### src/rtl/adc_pkg.sv
package adc_pkg;
   typedef enum logic [1:0] {
      DCY_SLOW  = 2'd0,
      DCY_MIXED = 2'd1,
      DCY_FAST  = 2'd2
   } decay_e;
endpackage

### src/rtl/adc_enable_latch.sv
module adc_enable_latch #(
   parameter int DSEL_W = 2
) (
   input  logic              clk,
   input  logic              rst_n,
   input  logic              awake,
   input  logic              auto_en,
   input  logic [DSEL_W-1:0] fixed_sel,
   output logic              lat_evt,
   output logic              active
);
   logic boot_q;
   logic awake_q;

   // capture on first edge after reset and on every wake-up
   assign lat_evt = boot_q | (awake & ~awake_q);

   always_ff @(posedge clk or negedge rst_n) begin
      if (!rst_n) begin
         boot_q  <= 1'b1;
         awake_q <= 1'b0;
         active  <= 1'b0;
      end else begin
         boot_q  <= 1'b0;
         awake_q <= awake;
         if (lat_evt)
            active <= auto_en & ~(|fixed_sel);
      end
   end
endmodule

### src/rtl/adc_cycle_obs.sv
module adc_cycle_obs #(
   parameter int CNT_W    = 8,
   parameter bit SATURATE = 1'b1
) (
   input  logic             clk,
   input  logic             rst_n,
   input  logic             cyc_start,
   input  logic             drive_on,
   input  logic             overshoot,
   input  logic [CNT_W-1:0] long_thr,
   output logic             ovs_seen,
   output logic             drive_long
);
   localparam logic [CNT_W-1:0] CNT_MAX = {CNT_W{1'b1}};

   logic [CNT_W-1:0] cnt_q;
   logic             ovs_q;
   logic             step_en;

   generate
      if (SATURATE) begin : g_sat
         assign step_en = drive_on && (cnt_q != CNT_MAX);
      end else begin : g_wrap
         assign step_en = drive_on;
      end
   endgenerate

   always_ff @(posedge clk or negedge rst_n) begin
      if (!rst_n) begin
         cnt_q <= '0;
         ovs_q <= 1'b0;
      end else if (cyc_start) begin
         cnt_q <= {{(CNT_W-1){1'b0}}, drive_on};
         ovs_q <= overshoot;
      end else begin
         if (step_en)
            cnt_q <= cnt_q + 1'b1;
         if (overshoot)
            ovs_q <= 1'b1;
      end
   end

   assign ovs_seen   = ovs_q;
   assign drive_long = (cnt_q > long_thr);
endmodule

### src/rtl/adc_level_tuner.sv
module adc_level_tuner #(
   parameter int FRAC_W = 4
) (
   input  logic          clk,
   input  logic          rst_n,
   input  logic          lat_evt,
   input  logic          active,
   input  logic          cyc_start,
   input  logic          step_fall,
   input  logic          ovs_seen,
   input  logic          drive_long,
   output logic [FRAC_W:0] level,
   output logic          fall_hold
);
   localparam int              LVL_W = FRAC_W + 1;
   localparam logic [LVL_W-1:0] TOP  = LVL_W'(1 << FRAC_W);
   localparam logic [LVL_W-1:0] MID  = LVL_W'(1 << (FRAC_W - 1));

   logic [LVL_W-1:0] lvl_q;
   logic [LVL_W-1:0] lvl_nx;
   logic             fall_q;

   always_comb begin
      lvl_nx = lvl_q;
      if (ovs_seen) begin
         if (lvl_q != TOP) lvl_nx = lvl_q + 1'b1;
      end else if (drive_long) begin
         if (lvl_q != '0) lvl_nx = lvl_q - 1'b1;
      end
   end

   always_ff @(posedge clk or negedge rst_n) begin
      if (!rst_n) begin
         lvl_q  <= MID;
         fall_q <= 1'b0;
      end else if (lat_evt) begin
         lvl_q  <= MID;
         fall_q <= 1'b0;
      end else if (cyc_start && active) begin
         if (step_fall)
            fall_q <= 1'b1;
         else if (fall_q)
            fall_q <= 1'b0;
         else
            lvl_q <= lvl_nx;
      end
   end

   assign level     = lvl_q;
   assign fall_hold = fall_q;
endmodule

### src/rtl/adapt_decay_ctrl.sv
module adapt_decay_ctrl #(
   parameter int DSEL_W   = 2,
   parameter int CNT_W    = 8,
   parameter int FRAC_W   = 4,
   parameter bit SATURATE = 1'b1
) (
   input  logic              clk,
   input  logic              rst_n,
   input  logic              awake,
   input  logic              auto_en,
   input  logic [DSEL_W-1:0] fixed_sel,
   input  logic              cyc_start,
   input  logic              drive_on,
   input  logic              overshoot,
   input  logic              step_fall,
   input  logic [CNT_W-1:0]  long_thr,
   output logic              auto_active,
   output logic [1:0]        decay_mode,
   output logic [FRAC_W-1:0] fast_frac
);
   import adc_pkg::*;

   localparam int               LVL_W = FRAC_W + 1;
   localparam logic [LVL_W-1:0] TOP   = LVL_W'(1 << FRAC_W);

   generate
      if (FRAC_W < 2 || FRAC_W > 8) begin : g_bad_frac
         $error("FRAC_W must lie in 2..8");
      end
      if (CNT_W < 2) begin : g_bad_cnt
         $error("CNT_W must be at least 2");
      end
      if (DSEL_W < 1) begin : g_bad_dsel
         $error("DSEL_W must be at least 1");
      end
   endgenerate

   logic             lat_evt;
   logic             ovs_seen;
   logic             drive_long;
   logic [LVL_W-1:0] level;
   logic             fall_hold;
   decay_e           mode_w;

   adc_enable_latch #(.DSEL_W(DSEL_W)) u_latch (
      .clk(clk), .rst_n(rst_n), .awake(awake), .auto_en(auto_en),
      .fixed_sel(fixed_sel), .lat_evt(lat_evt), .active(auto_active)
   );

   adc_cycle_obs #(.CNT_W(CNT_W), .SATURATE(SATURATE)) u_obs (
      .clk(clk), .rst_n(rst_n), .cyc_start(cyc_start), .drive_on(drive_on),
      .overshoot(overshoot), .long_thr(long_thr),
      .ovs_seen(ovs_seen), .drive_long(drive_long)
   );

   adc_level_tuner #(.FRAC_W(FRAC_W)) u_tune (
      .clk(clk), .rst_n(rst_n), .lat_evt(lat_evt), .active(auto_active),
      .cyc_start(cyc_start), .step_fall(step_fall), .ovs_seen(ovs_seen),
      .drive_long(drive_long), .level(level), .fall_hold(fall_hold)
   );

   always_comb begin
      mode_w    = DCY_SLOW;
      fast_frac = '0;
      if (auto_active) begin
         if (fall_hold || level == TOP) begin
            mode_w    = DCY_FAST;
            fast_frac = '1;
         end else if (level != '0) begin
            mode_w    = DCY_MIXED;
            fast_frac = level[FRAC_W-1:0];
         end
      end
   end

   assign decay_mode = mode_w;
endmodule

### config.mk
export PLATFORM = sky130hd
export DESIGN_NAME = adapt_decay_ctrl
export DESIGN_NICKNAME = d
export VERILOG_FILES = /design/src/rtl/adc_pkg.sv /design/src/rtl/adc_enable_latch.sv /design/src/rtl/adc_cycle_obs.sv /design/src/rtl/adc_level_tuner.sv /design/src/rtl/adapt_decay_ctrl.sv
export SDC_FILE = /design/constraint.sdc
export NUM_CORES = 1
export LEC_CHECK = 0
export ABC_AREA = 1
export BUFFER_PORTS_ARGS = -buffer_cell sky130_fd_sc_hd__buf_2
export CORE_AREA = 2 2 64 66
export DETAILED_ROUTE_END_ITERATION = 6
export DIE_AREA = 0 0 66 68
export GPL_TIMING_DRIVEN = 0
export SETUP_SLACK_MARGIN = 0.05
export SLEW_MARGIN = 25
export SYNTH_ARGS = -nofsm -noshare
export SYNTH_HDL_FRONTEND = slang
export SYNTH_SLANG_ARGS = --single-unit
### constraint.sdc
create_clock -name clk -period 2 [get_ports clk]
set_clock_uncertainty 0.05 [all_clocks]
set_input_delay 0.2 -clock clk [delete_from_list [all_inputs] [get_ports clk]]
set_output_delay 0.2 -clock clk [all_outputs]
set_load 0.1 [all_outputs]
======== Word-level counts from Yosys, hierarchy flattened ========
Index checks and enable logic that the tools add are counted.
Widths: inputs -> output; s select.
word-level totals
  register bits ........................... 18
  input port bits ......................... 18
operators by class
  add/sub/neg operators ................... 3
  $lt $le $gt $ge ......................... 1
  equality and inequality tests ........... 6
  multiplexer cells ....................... 21
  bitwise logic cells ..................... 5
  reductions and logical operators ........ 11
operators with widths
  kind                 number
  $mux 5               8
  $mux 8               2
  $mux 4               3
  $add 8x1->8 const B  1
  $gt 8x8->1           1
  $ne 8x8->1 const B   1
  $mux 1               6
  $reduce_and 6->1     1
  $reduce_bool 2->1    3
  $reduce_bool 3->1    2
  $add 5x1->5 const B  1
  $eq 5x5->1 const B   1
  $ne 5x5->1 const B   1
  $reduce_bool 5->1    1
  $sub 5x1->5 const B  1
  $mux 2               2
  $ne 3x2->1 const B   1
  $and 1x1->1          2
  $logic_and 1x1->1    2
  $ne 2x1->1 const B   1
  $ne 2x2->1 const B   1
  $not 1->1            2
  $reduce_or 2->1      1
  $logic_or 1x1->1     1
  $or 1x1->1           1

======== Depth between registers and ports, before layout ========
  depth after elaboration ................. 8
  mapped depth ............................ 15
  gate-level depth less buffers ........... 15

======== Modules after synthesis ========
A second synthesis with hierarchy kept.
unflattened totals
  cells, all modules ...................... 209
  area total of the unflattened synthesis .. 1,450.1 um^2
by module, submodules not included
  module            times used  cells an instance  area each (um^2)  seq. area each (um^2)
  adc_cycle_obs     1           107                754.5             225.2
  adc_level_tuner   1           67                 483.0             151.4
  adc_enable_latch  1           16                 133.9             76.3
  adapt_decay_ctrl  1           19                 78.8              0.0

======== Least setup slack after synthesis ========
OpenSTA, ideal clock, no wires.
  path type ............................... register to output
  start point ............................. register u_latch.active
  end point ............................... output port decay_mode[0]
  data arrival time ....................... 3.310 ns
  required time ........................... 1.750 ns
  setup slack ............................. -1.560 ns
  stages on the path, launching flop included .. 3
  path buffers ............................ 0
  path through ............................ dfrtp_1 -> inv_1 -> nor3_1
on the way
  word-level cells in the longest chain between the ends .. 1
RTL lines
  element                 RTL line                text
  from (decl)             adc_enable_latch.sv:10  output logic active
  from (signal assigned)  adc_enable_latch.sv:27  active <= auto_en & ~(|fixed_sel);
  $mux 2                  adapt_decay_ctrl.sv:65  if (auto_active) begin
  to (decl)               adapt_decay_ctrl.sv:18  output logic [1:0] decay_mode,
Every way passes these cells.

======== Worst setup path in the final report ========
  start point ............................. register u_tune.lvl_q[1], in the netlist u_tune.level[1]
  end point ............................... output port fast_frac[1]
on the way
  word-level cells in the longest chain between the ends .. 4
  elaborated cells between the ends (all ways) .. 6
  those cells by class .................... 1 x eq/ne; 3 x mux; 2 x reduce/logical
RTL lines
  element                                                 RTL line                                        text
  from (decl)                                             adc_level_tuner.sv:19                           logic [LVL_W-1:0] lvl_q;
  from (signal assigned)                                  adc_level_tuner.sv:45                           lvl_q <= lvl_nx;
  $reduce_bool 5->1 / $eq 5x5->1 (equally long branches)  adapt_decay_ctrl.sv:69, adapt_decay_ctrl.sv:66
  $mux 4 / $logic_or 1x1->1 (equally long branches)       adapt_decay_ctrl.sv:69, adapt_decay_ctrl.sv:66
  $mux 4 *                                                adapt_decay_ctrl.sv:66                          if (fall_hold || level == TOP) begin
  $mux 4 *                                                adapt_decay_ctrl.sv:65
  to (decl)                                               adapt_decay_ctrl.sv:19                          output logic [FRAC_W-1:0] fast_frac
Mark *: on every way between the ends. The rest lies on a longest branch, timed or not.

==> impl_metrics.sql <==
INSERT INTO impl_metrics (metric_group, metric, value, unit) VALUES
('outcome', 'status', 'finished, final reports clean', ''),
('timing', 'crit_share_post_route', '0.938', ''),
('timing', 'max_slew.worst_pin.slew', '0.518', 'ns'),
('floorplanning', 'die_width', '66', 'um'),
('final_layout', 'multiInputGateArea', '792', 'um2'),
('final_layout', 'layout_cell_share_with_drive_strength_beyond_1', '0.277', ''),
('timing', 'tns', '0', 'ns'),
('min_path', 'hold_path_class', 'input pin to flip-flop', ''),
('final_layout', 'antenna_diodes', '0', ''),
('clocking', 'clockBufferDepth', '2', ''),
('clocking', 'tritoncts', 'done', ''),
('clocking', 'worstSkewPairLatency', '0.25', 'ns'),
('clocking', 'clock_sinks', '18', ''),
('critical_path', 'path_max_fanout', '4', ''),
('job', 'max_cap_violations', '0', ''),
('timing', 'setup-violations-final', '0', ''),
('final_layout', 'final_common_cell', 'sky130_fd_sc_hd__nand2_1', ''),
('final_layout', 'final_cell_area', '1670', 'um2'),
('timing', 'slew_violations', '0', ''),
('critical_path', 'worstSetupPathType', 'flip-flop to output port', ''),
('clocking', 'cts.clk_slew.worst_paths', '0.07', 'ns'),
('place', 'gp_congestion', '0.791', ''),
('grt', 'grt_first_pass_wirelength', '4500', 'um'),
('critical_path', 'timing.critical_path.required', '1.75', 'ns'),
('power_and_ir_drop', 'power.static_leakage', '0.835', 'nW'),
('power_and_ir_drop', 'ir_worst_vdd', '510', 'uV'),
('timing', 'max_freq', '533', 'MHz'),
('critical_path', 'critPathCapture', 'fast_frac[1]', ''),
('route', 'ant_nets', '0', ''),
('logic_synthesis', 'synthArstFlopShare', '1.00', ''),
('clocking', 'root_buffer', 'sky130_fd_sc_hd__clkbuf_8', ''),
('floorplanning', 'die_height', '68', 'um'),
('logic_synthesis', 'synth-edff-count', '0', ''),
('critical_path', 'critical_path.reg2reg.endpoint', 'u_tune.level[4]$_DFFE_PN0P_', ''),
('timing', 'final_period_minus_worst_setup_slack', '1.88', 'ns'),
('logic_synthesis', 'synth.distinct_cells', '29', ''),
('final_layout', 'design.final.nets', '234', ''),
('final_layout', 'syn_to_final_growth', '29.3', '%'),
('critical_path', 'endpoint_kind', 'output port', ''),
('place', 'detail_placement_hpwl', '2090', 'um'),
('critical_path', 'regToRegSetupSlack', '0.22', 'ns'),
('final_layout', 'area.sequential', '457', 'um2'),
('timing', 'rsz0062_at_grt', 'false', ''),
('grt', 'grt.overflow.total', '0', ''),
('place', 'placed_area', '1540', 'um2'),
('floorplanning', 'design.die.area', '4490', 'um2'),
('timing', 'slew_headroom', '0.654', ''),
('critical_path', 'worst_r2r_startpoint', 'u_obs.cnt_q[5]$_DFFE_PN0P_', ''),
('logic_synthesis', 'yosys_register_bits', '18', ''),
('critical_path', 'critical_path.startpoint_type', 'flip-flop', ''),
('timing', 'setup_ws', '0.125', 'ns'),
('route', 'vias_per_cell', '4.54', ''),
('route', 'drt_drc_violations_left', '0', ''),
('grt', 'first_global_vias', '1011', ''),
('place', 'detailedPlace.worstSlack', '0.139', 'ns'),
('place', 'portBuffers', '24', ''),
('critical_path', 'timing.critical_path.from', 'u_tune.level[1]$_DFFE_PN0P_', ''),
('final_layout', 'number_of_fill_cells', '423', ''),
('route', 'firstDrtPassIters', '4', ''),
('final_layout', 'mostFrequentLayoutCells', 'sky130_fd_sc_hd__nand2_1, sky130_fd_sc_hd__inv_1, sky130_fd_sc_hd__buf_2', ''),
('route', 'post_drt_wl_per_cell', '10.5', 'um'),
('clocking', 'cts_htree_levels', '1', ''),
('logic_synthesis', 'ys.flop_type', 'sky130_fd_sc_hd__dfrtp_1', ''),
('route', 'detail_route.iter0.violations', '50', ''),
('floorplanning', 'pin_count', '25', ''),
('floorplanning', 'starting_utilization_of_the_core_area', '0.336', ''),
('power_and_ir_drop', 'p_total', '0.924', 'mW'),
('clocking', 'cts_made_buffers', '3', ''),
('floorplanning', 'core', '3860', 'um2'),
('logic_synthesis', 'post_synth_inst_count', '172', ''),
('logic_synthesis', 'syn-mean-instance-area', '7.53', 'um2');
logic make-up after synthesis:
logic type,share of synthesized area
AO/OA/AOI/OAI,0.165
XOR/XNOR,0.0135
buffers and inverters,0.0956
other,0.00290
AND/OR/NAND/NOR,0.242
adder cells (fa/ha/maj),0.131
flip-flops,0.350
cell usage after synthesis, drive strengths merged (3+ instances only):
cell	n	share of area
dfrtp	16	0.31
nand2	38	0.12
a21oi	16	0.062
o21ai	10	0.039
inv	32	0.093
nand4	3	0.014
nor3	3	0.012
ha	12	0.12
nand3	10	0.043
nor2	16	0.050
sequential cells by signal (all words and copies together), names as in the netlist:
signal,cells
u_obs.cnt_q,8
u_tune.fall_hold,1
u_latch.awake_q,1
u_latch.boot_q,1
u_latch.active,1
u_obs.ovs_seen,1
u_tune.level,5
power by group:
part / switching (mW) / total [mW] / leakage [nW] / internal (mW)
clock: 0.123 / 0.298 / 0.0288 / 0.175
sequential: 0.0200 / 0.404 / 0.233 / 0.384
combinational: 0.147 / 0.222 / 0.573 / 0.0749
worst max-delay path, stage by stage, from the launching register on:
cell                      delay (ns)
sky130_fd_sc_hd__dfrtp_1        0.42
sky130_fd_sc_hd__nor2_1         0.15
sky130_fd_sc_hd__nand3_2        0.11
sky130_fd_sc_hd__o21ai_2        0.20
sky130_fd_sc_hd__inv_2          0.12
sky130_fd_sc_hd__a21oi_4        0.15
sky130_fd_sc_hd__buf_8          0.21
worst min-delay path by stage:
| stage | from | end | slack (ns) |
|---|---|---|---|
| 2_1_floorplan | rst_n | u_latch.awake_q$_DFF_PN0_ | -0.15 |
| 3_3_place_gp | rst_n | u_tune.level[1]$_DFFE_PN0P_ | 0.11 |
| 3_5_place_dp | rst_n | u_tune.level[1]$_DFFE_PN0P_ | 0.11 |
| 4_1_cts | awake | u_latch.awake_q$_DFF_PN0_ | 0.008 |
| 5_1_grt | awake | u_latch.awake_q$_DFF_PN0_ | 0.006 |
| 6_report | awake | u_latch.awake_q$_DFF_PN0_ | 0.02 |
timing repair:
action	CTS	global route
pin swaps	0	1
resized for setup	11	6
setup endpoints to repair	6	7
buffers inserted	0	1
endpoints found under the hold margin	16	0
hold buffers	1	0
through the flow:
stage               hold WS, ns   util  cells
floorplan                -0.146      -    172
global placement          0.109  0.400    246
detailed placement        0.110  0.400    246
CTS                     0.00843  0.425    251
global route            0.00612  0.434    252
finish                   0.0177  0.434    252
per-layer routing:
layer,wire [um],track usage
met1,1310,0.174
met2,1230,0.218
met3,87,0.0296
met4,14,0.0306
met5,0,0
layout make-up:
cell class | count | area share
multi-input combinational | 121 | 0.473
sequential | 18 | 0.273
timing repair buffer | 26 | 0.110
inverter | 32 | 0.0717
tap | 50 | 0.0374
clock buffer | 4 | 0.0329
buffer | 1 | 0.00224
(Power assumes the default switching activity.)
